**config.mk**
```make
export PLATFORM = sky130hd
export DESIGN_NAME = ptimer_chan
export DESIGN_NICKNAME = d
export VERILOG_FILES = /design/src/rtl/ptimer_pkg.sv /design/src/rtl/ptimer_cfg.sv /design/src/rtl/ptimer_dist.sv /design/src/rtl/ptimer_core.sv /design/src/rtl/ptimer_chan.sv
export SDC_FILE = /design/constraint.sdc
export NUM_CORES = 1
export LEC_CHECK = 0
export BUFFER_PORTS_ARGS = -buffer_cell sky130_fd_sc_hd__buf_4
export CORE_ASPECT_RATIO = 1.75
export CORE_UTILIZATION = 35
export DETAILED_ROUTE_END_ITERATION = 7
export PLACE_DENSITY = 0.63
export SKIP_CTS_REPAIR_TIMING = 1
export SLEW_MARGIN = 20
export SYNTH_ARGS = -nofsm -noshare
export SYNTH_HDL_FRONTEND = slang
export SYNTH_SLANG_ARGS = --single-unit
export TNS_END_PERCENT = 10
```
**constraint.sdc**
```tcl
create_clock -name clk -period 5.3 [get_ports clk]
set_input_delay 0.795 -clock clk [delete_from_list [all_inputs] [get_ports clk]]
set_output_delay 0.795 -clock clk [all_outputs]
set_load 0.005 [all_outputs]
```
**src/rtl/ptimer_pkg.sv**
```systemverilog
`timescale 1ns/1ps
package ptimer_pkg;
  localparam int CFG_LEVEL    = 1;
  localparam int CFG_INT_EN   = 2;
  localparam int CFG_PERIODIC = 3;
  localparam int CFG_PER_CAP  = 4;
  localparam int CFG_WIDE_CAP = 5;
  localparam int CFG_SETVAL   = 6;
  localparam int CFG_NARROW   = 8;
  localparam logic [31:0] CFG_WMASK   = 32'h0000_7F4C;
  localparam logic [31:0] CFG_RO_ONES = 32'h0000_0030;
endpackage

```
**src/rtl/ptimer_cfg.sv**
```systemverilog
`timescale 1ns/1ps
module ptimer_cfg
  import ptimer_pkg::*;
(
  input  logic        clk,
  input  logic        rst_n,
  input  logic        we_i,
  input  logic [31:0] wdata_i,
  input  logic        clr_setval_i,
  output logic [31:0] cfg_o
);
  logic [31:0] cfg_q, cfg_d;
  logic        cfg_en;

  assign cfg_en = we_i | clr_setval_i;

  always_comb begin
    cfg_d = cfg_q;
    if (we_i) cfg_d = (wdata_i & CFG_WMASK) | CFG_RO_ONES;
    if (clr_setval_i) cfg_d[CFG_SETVAL] = 1'b0;
  end

  always_ff @(posedge clk or negedge rst_n) begin
    if (!rst_n)      cfg_q <= CFG_RO_ONES;
    else if (cfg_en) cfg_q <= cfg_d;
  end

  assign cfg_o = cfg_q;
endmodule

```
**src/rtl/ptimer_dist.sv**
```systemverilog
`timescale 1ns/1ps
module ptimer_dist #(
  parameter int WW = 32
) (
  input  logic [2*WW-1:0] cmp_i,
  input  logic [2*WW-1:0] cnt_i,
  input  logic            narrow_i,
  output logic            due_o
);
  localparam int CW = 2 * WW;
  logic [CW-1:0] d_wide;
  logic [WW-1:0] d_narrow;
  logic          parked;

  assign d_wide   = cmp_i - cnt_i;
  assign d_narrow = cmp_i[WW-1:0] - cnt_i[WW-1:0];
  assign parked   = &cmp_i;

  always_comb begin
    if (parked)        due_o = 1'b0;
    else if (narrow_i) due_o = d_narrow[WW-1] | (d_narrow == '0);
    else               due_o = d_wide[CW-1] | (d_wide == '0);
  end
endmodule

```
**src/rtl/ptimer_core.sv**
```systemverilog
`timescale 1ns/1ps
module ptimer_core
  import ptimer_pkg::*;
#(
  parameter int WW = 32
) (
  input  logic            clk,
  input  logic            rst_n,
  input  logic [2*WW-1:0] cnt_i,
  input  logic            gen_i,
  input  logic [31:0]     cfg_i,
  input  logic            cfg_we_i,
  input  logic [31:0]     cfg_wdata_i,
  input  logic            lo_we_i,
  input  logic            hi_we_i,
  input  logic [WW-1:0]   wdata_i,
  input  logic            due_i,
  output logic [2*WW-1:0] cmp_o,
  output logic            irq_o
);
  localparam int CW = 2 * WW;

  logic [CW-1:0] cmp_q, cmp_d, per_q, per_d;
  logic          wrap_q, wrap_d, pdue_q, pdue_d, irq_q, irq_d;
  logic          narrow, periodic, setv, int_en, any_wr, st_en;

  assign narrow   = cfg_i[CFG_NARROW];
  assign periodic = cfg_i[CFG_PERIODIC];
  assign setv     = cfg_i[CFG_SETVAL];
  assign int_en   = cfg_i[CFG_INT_EN];
  assign any_wr   = cfg_we_i | lo_we_i | hi_we_i;
  assign st_en    = any_wr | gen_i | irq_q;

  always_comb begin
    cmp_d  = cmp_q;
    per_d  = per_q;
    wrap_d = wrap_q;
    pdue_d = pdue_q;
    irq_d  = 1'b0;
    if (any_wr) begin
      pdue_d = 1'b0;
      if (cfg_we_i) begin
        wrap_d = 1'b0;
        if (cfg_wdata_i[CFG_NARROW]) begin
          cmp_d[CW-1:WW] = '0;
          per_d[CW-1:WW] = '0;
        end
      end
      if (lo_we_i) begin
        if (!periodic || setv) begin
          cmp_d[WW-1:0] = wdata_i;
          wrap_d = !periodic && narrow && (wdata_i < cnt_i[WW-1:0]);
        end
        if (periodic)
          per_d[WW-1:0] = narrow ? {1'b0, wdata_i[WW-2:0]} : wdata_i;
      end
      if (hi_we_i && !narrow) begin
        if (!periodic || setv) cmp_d[CW-1:WW] = wdata_i;
        else                   per_d[CW-1:WW] = {1'b0, wdata_i[WW-2:0]};
      end
    end else if (gen_i) begin
      pdue_d = due_i;
      if (wrap_q) begin
        if (cnt_i[WW-1:0] < cmp_q[WW-1:0]) wrap_d = 1'b0;
      end else begin
        irq_d = due_i && !pdue_q && int_en;
      end
      if (periodic && due_i && (per_q != '0)) begin
        if (narrow) cmp_d = {{WW{1'b0}}, cmp_q[WW-1:0] + per_q[WW-1:0]};
        else        cmp_d = cmp_q + per_q;
      end
    end
  end

  always_ff @(posedge clk or negedge rst_n) begin
    if (!rst_n) begin
      cmp_q  <= '1;
      per_q  <= '0;
      wrap_q <= 1'b0;
      pdue_q <= 1'b0;
      irq_q  <= 1'b0;
    end else if (st_en) begin
      cmp_q  <= cmp_d;
      per_q  <= per_d;
      wrap_q <= wrap_d;
      pdue_q <= pdue_d;
      irq_q  <= irq_d;
    end
  end

  assign cmp_o = cmp_q;
  assign irq_o = irq_q;
endmodule

```
**src/rtl/ptimer_chan.sv**
```systemverilog
`timescale 1ns/1ps
module ptimer_chan
  import ptimer_pkg::*;
#(
  parameter int WW = 32
) (
  input  logic            clk,
  input  logic            rst_n,
  input  logic [2*WW-1:0] cnt_i,
  input  logic            gen_i,
  input  logic            cfg_we_i,
  input  logic            cmp_lo_we_i,
  input  logic            cmp_hi_we_i,
  input  logic [WW-1:0]   wdata_i,
  output logic [31:0]     cfg_o,
  output logic [2*WW-1:0] cmp_o,
  output logic            irq_o
);
  logic [31:0]     cfg_w;
  logic [2*WW-1:0] cmp_w;
  logic            due_w;
  logic [31:0]     cfg_wdata;

  assign cfg_wdata = 32'(wdata_i);

  ptimer_cfg u_cfg (
    .clk          (clk),
    .rst_n        (rst_n),
    .we_i         (cfg_we_i),
    .wdata_i      (cfg_wdata),
    .clr_setval_i (cmp_lo_we_i | cmp_hi_we_i),
    .cfg_o        (cfg_w)
  );

  ptimer_dist #(.WW(WW)) u_dist (
    .cmp_i    (cmp_w),
    .cnt_i    (cnt_i),
    .narrow_i (cfg_w[CFG_NARROW]),
    .due_o    (due_w)
  );

  ptimer_core #(.WW(WW)) u_core (
    .clk         (clk),
    .rst_n       (rst_n),
    .cnt_i       (cnt_i),
    .gen_i       (gen_i),
    .cfg_i       (cfg_w),
    .cfg_we_i    (cfg_we_i),
    .cfg_wdata_i (cfg_wdata),
    .lo_we_i     (cmp_lo_we_i),
    .hi_we_i     (cmp_hi_we_i),
    .wdata_i     (wdata_i),
    .due_i       (due_w),
    .cmp_o       (cmp_w),
    .irq_o       (irq_o)
  );

  assign cfg_o = cfg_w;
  assign cmp_o = cmp_w;
endmodule

```
# Word level (Yosys, flattened, before mapping)
# Cells that the tools add are included.
# totals
ff_bits	141
wordCells	81
# op_classes
order_cmp	2
eq_ne	2
bitwise	8
addsub	4
n_mux	31
reduce_logical	25
# op_table
op	count
two-way mux 32 bit	11
two-way mux 64 bit	4
adder 64 bit	1
zero test 64 bit	1
less-than comparator 32 bit	2
AND reduction 64 bit	1
nonzero test 64 bit	1
subtractor 64 bit	1
adder 32 bit	1
zero test 32 bit	1
subtractor 32 bit	1
two-way mux 1 bit	15
bitwise OR 1 bit	8
AND reduction 2 bit	4
logical AND 1 bit	7
two-way mux 7 bit	1
nonzero test 2 bit	3
AND reduction 5 bit	1
inequality test 2 bit, second input constant	2
AND reduction 4 bit	1
zero test 1 bit	3
AND reduction 3 bit	1
logical OR 1 bit	1

# Depth between registers and ports, before layout
# depth
depth_word	10
depth_mapped	18
mapped_depth_nobuf	17

# Modules after synthesis
# A second synthesis with hierarchy kept.
# unflattened
cells_unflattened	2072
hier_area_um2	16340.7
# by_module_without_submodules
mod	cells_per_inst	area_per_inst_um2	seq_area_each_um2	n_inst
ptimer_core	1274	10892.9	3358.2	1
ptimer_dist	751	4858.4	0.0	1
ptimer_cfg	46	583.1	250.2	1
ptimer_chan	1	6.3	0.0	1

# Worst setup path before layout
# Ideal clock, no wire load.
# synth_timing
path_kind	input to register
from	input cnt_i[40]
to	register u_core.cmp_q[18], in the netlist u_core.cmp_o[18]
setup_slack_ns	0.041
setup_ns	0.085
stages	17
n_path_buf	1
required_ns	5.215
arrival_time_ns	5.174
path_cell_list	inv_1 ha_1 buf_6 a21o_1 o21bai_4 a221oi_2 o22ai_1 nor4_2 o21ai_1 or4_1 or4_1 or4b_1 or4_4 nor4_4 o211ai_4 nand2_4 mux2_1
# synth_via
elab_chain_len	9
# synth_lines
item	line_no	rtl
start, declared	ptimer_chan.sv:9	input logic [2*WW-1:0] cnt_i,
subtractor 64 bit (*)	ptimer_dist.sv:15	assign d_wide = cmp_i - cnt_i;
zero test 64 bit	ptimer_dist.sv:22	else due_o = d_wide[CW-1] | (d_wide == '0);
bitwise OR 1 bit (*)	ptimer_dist.sv:22	
two-way mux 1 bit (*)	ptimer_dist.sv:21	else if (narrow_i) due_o = d_narrow[WW-1] | (d_narrow == '0);
two-way mux 1 bit (*)	ptimer_dist.sv:20	if (parked) due_o = 1'b0;
logical AND 1 bit (*) (2 in a row)	ptimer_core.sv:68	if (periodic && due_i && (per_q != '0)) begin
nonzero test 2 bit (no source line) (*)	-	
AND reduction 5 bit (no source line) (*)	-	
end signal, assigned	ptimer_core.sv:83	cmp_q <= cmp_d;
end, declared	ptimer_core.sv:23	logic [CW-1:0] cmp_q, cmp_d, per_q, per_d;
# Mark *: on every way between the ends. The rest lies on a longest branch, timed or not.
# A chain may end at the register's enable or synchronous reset.

# Final worst setup path
# layout_timing
from	register u_core.cmp_q[28], in the netlist u_core.cmp_o[28]
to	register u_core.cmp_q[23], in the netlist u_core.cmp_o[23]
# layout_via
elab_chain_len	9
elab_cells_between_ends	13
classes_between	add/sub: 2; mux: 2; bitwise: 2; reduce/logical: 7
# layout_lines
item	line_no
subtractor 64 bit or subtractor 32 bit (tied branches)	ptimer_dist.sv:15, ptimer_dist.sv:16
zero test 64 bit or zero test 32 bit (tied branches)	ptimer_dist.sv:22, ptimer_dist.sv:21
bitwise OR 1 bit, on equally long branches	ptimer_dist.sv:22, ptimer_dist.sv:21
two-way mux 1 bit	ptimer_dist.sv:21
two-way mux 1 bit (*)	ptimer_dist.sv:20
logical AND 1 bit (*) (2 in a row)	ptimer_core.sv:68
nonzero test 2 bit (no source line) (*)	-
AND reduction 5 bit (no source line) (*)	-
# Marked as above.

==> results.cfg <==
[floorplan]
start_util = 0.354
ios = 199
coreArea_um2 = 43300
die-height_um = 279
std_cell_rows = 101
dieArea_um2 = 44700
die_w_um = 160

[synth]
syn_area_um2 = 15300
ys_warn_count = 0
synth_top_area_frac = 0.129
synth-edff-count = 0
synthCells = 1917
async_flop_share = 1.00
ys_seq_area_frac = 0.235
ys_top_cells_by_area = ha_1 (13%), dfrtp_1 (13%), dfstp_2 (11%)
synth_area_per_cell_um2 = 8.00
yosysTopAreaCell = ha_1
yosys.cell_types.count = 88
ys_ff_latch = 141
synthFlopType = dfrtp_1

[clocking]
clk_pin_slew_ps = 60
clk_latency_ps = 440
clockRootBuffer = clkbuf_16
clockBufferDepth = 2
cts.sinks = 141
htree_levels = 4
numCtsBuffers = 17
cts_tree = yes

[sta]
maxSlewViolCount = 0
period_share = 0.977
max_slew_margin = 0.311
tns_ps = 0
post-route-min-period_ps = 5180
fmax_mhz = 193
finalHoldViolations = 0
fin_skew_ps = 15.7
tightest_slew_ps = 1020
setup_viol = 0

[routing]
drc = 0
viasPerCell = 5.92
first_iter_violations = 1197
drt_wl_total_um = 72800
top_layer = met5
firstDrtPassIters = 5
postRouteAntennaNets = 0
wl_met2_um = 35200
wl_met3_um = 5180
wl_met1_um = 23600
vias = 17500
wl_per_cell_um = 24.6

[global_routing]
antenna_found_initial = 2
overflow = 0
grt_max_degree = 94
grt_pass1_wl_um = 106000
grt_pass1_vias = 17800
grt.total_usage = 0.321

[flow_run]
cap_viol_max_count = 0

[power]
seqPwrFrac = 0.214
clock_power_share = 0.157
p_comb_frac = 0.629
sw_frac_of_total = 0.456
switchingPower_mw = 3.48
intPower_mw = 4.15
p_leak_nw = 9.61
peakVddDrop_uv = 238
total_power_mw = 7.63
powerDensity_nw_per_um2 = 374

[worst_setup_path]
r2r-end = u_core.cmp_o[23]$_DFFE_PN1P_
crit_fanout = 7
worstRegToRegCells = 18
worstPathRequired_ps = 5660
worstSetupPathType = flop to flop
cp-start-kind = flop
critical_path_arrival_ps = 5540
r2r-start = u_core.cmp_o[28]$_DFFE_PN1P_
end_kind = flop
regToRegSetupSlack_ps = 120

[finish]
stdcell_count = 2956
fin_area_um2 = 20400
synthToLayoutAreaGrowth_pct = 32.9
num-fill-cells = 4334
drive_gt1_frac = 0.303
fin_nets = 2638

[placement]
placed_area_um2 = 19500
hpwl_um = 58900
port-buffer-count = 176
place.gp.congestion = 1.04
dpl.cell_count = 2914

[hold_path]
min_path_type = input port to async pin

[outcome]
status = finished clean
-- power groups by stage --
stage / Combinational [mW] / Sequential (mW) / Clock, mW
after floorplan: 2.58 / 1.55 / 0
after global placement: 4.61 / 1.62 / 0
after detailed placement: 4.63 / 1.63 / 0
after CTS: 4.67 / 1.61 / 1.22
after global routing: 5.13 / 1.63 / 1.26
final: 4.80 / 1.63 / 1.20
-- stage by stage --
stage	util	hold WS (ps)	setup slack, ps
2_1_floorplan	-	476	41.0
3_3_place_gp	0.450	495	-335
3_5_place_dp	0.450	502	-316
4_1_cts	0.463	470	11.7
5_1_grt	0.470	475	-43.9
6_report	0.470	397	122
-- kinds of logic after synthesis --
family	share of synthesized area
mux	0.0376
buf+inv	0.0648
fa+ha+maj	0.131
simple gates	0.187
compound gates	0.291
other cells	0.000490
xor+xnor	0.0520
flops	0.235
-- layer usage --
metal / track usage / vias to the layer above
li1: - / 7992
met1: 0.306 / 8246
met2: 0.560 / 883
met3: 0.0686 / 376
met4: 0.325 / 2
met5: 0 / -
-- layout by cell type (no fill, tap or decap), types with 25 or more instances in the layout --
| master | netlist | layout |
|---|---|---|
| xnor2_1 | 46 | 46 |
| o21a_1 | 46 | 46 |
| a21oi_1 | 172 | 165 |
| nand2b_1 | 25 | 25 |
| ha_1 | 158 | 150 |
| o22a_1 | 26 | 26 |
| mux2_2 | 42 | 42 |
| o21ai_0 | 141 | 140 |
| buf_4 | 28 | 527 |
| nand3_1 | 34 | 34 |
| xor2_1 | 45 | 45 |
| dfstp_2 | 64 | 64 |
| nor4_1 | 30 | 29 |
| nor2_1 | 93 | 92 |
| nand2_1 | 212 | 211 |
| a21o_1 | 90 | 90 |
| nand4_1 | 78 | 78 |
| a22o_1 | 31 | 31 |
| dfrtp_1 | 77 | 77 |
| inv_1 | 96 | 95 |
-- synthesized netlist by cell type, drive strengths merged, types with 9 or more instances --
library cell  count
nor2b            22
xor2             45
nor2             93
o21ai           152
inv              96
nand2           213
nand2b           25
nand4            78
a21o             90
and3             18
and2             13
a21oi           175
dfstp            64
buf              55
a31oi            16
dfrtp            77
o21a             47
a211oi           12
a22o             31
o22ai             9
nand3            34
o211ai           24
clkbuf           62
ha              158
o21bai           15
mux2             45
nor3             22
nor4             33
o22a             26
xnor2            46
-- worst max path at each step --
| stage | depth (start not counted) | slack [ps] | endpoint | start |
|---|---|---|---|---|
| after floorplan | 17 | 40 | u_core.cmp_o[18]$_DFFE_PN1P_ | cnt_i[40] |
| after global placement | 22 | -330 | u_core.cmp_o[3]$_DFFE_PN1P_ | cnt_i[19] |
| final | 18 | 120 | u_core.cmp_o[23]$_DFFE_PN1P_ | u_core.cmp_o[28]$_DFFE_PN1P_ |
| after global routing | 17 | -40 | u_core.cmp_o[23]$_DFFE_PN1P_ | u_core.cmp_o[42]$_DFFE_PN1P_ |
| after detailed placement | 24 | -320 | u_core.cmp_o[48]$_DFFE_PN1P_ | cnt_i[1] |
| after CTS | 18 | 10 | u_core.cmp_o[48]$_DFFE_PN1P_ | u_core.cmp_o[49]$_DFFE_PN1P_ |
-- area by class of cell --
| class | count | area [µm²] | share of cell area |
|---|---|---|---|
| Multi-Input combinational cell | 1582 | 11000 | 0.540 |
| Timing Repair Buffer | 537 | 4120 | 0.202 |
| Sequential cell | 141 | 3610 | 0.177 |
| Tap cell | 566 | 708 | 0.0347 |
| Clock buffer | 18 | 429 | 0.0210 |
| Inverter | 97 | 364 | 0.0179 |
| Clock inverter | 14 | 150 | 0.00736 |
| Antenna cell | 1 | 2.50 | 0.000123 |
-- sequential cells by signal, indices dropped and copies added (netlist names) --
signal	count
u_core.wrap_q	1
u_core.irq_o	1
u_core.cmp_o	64
u_core.pdue_q	1
u_cfg.cfg_o	10
u_core.per_q	64
-- critical path: stages (launching register included) --
cell	delay, ps
dfstp_2	610
ha_1	290
a21oi_2	160
o21a_1	220
o221ai_2	140
buf_4	160
o221ai_1	230
nor2_1	70
a211o_1	230
or4_1	390
or4_1	460
or4b_1	500
or4_4	550
nor4_4	140
buf_4	190
o211ai_4	190
clkbuf_16	280
o22a_1	170
o21a_1	110
No activity file was read; power rests on OpenSTA's default activity.
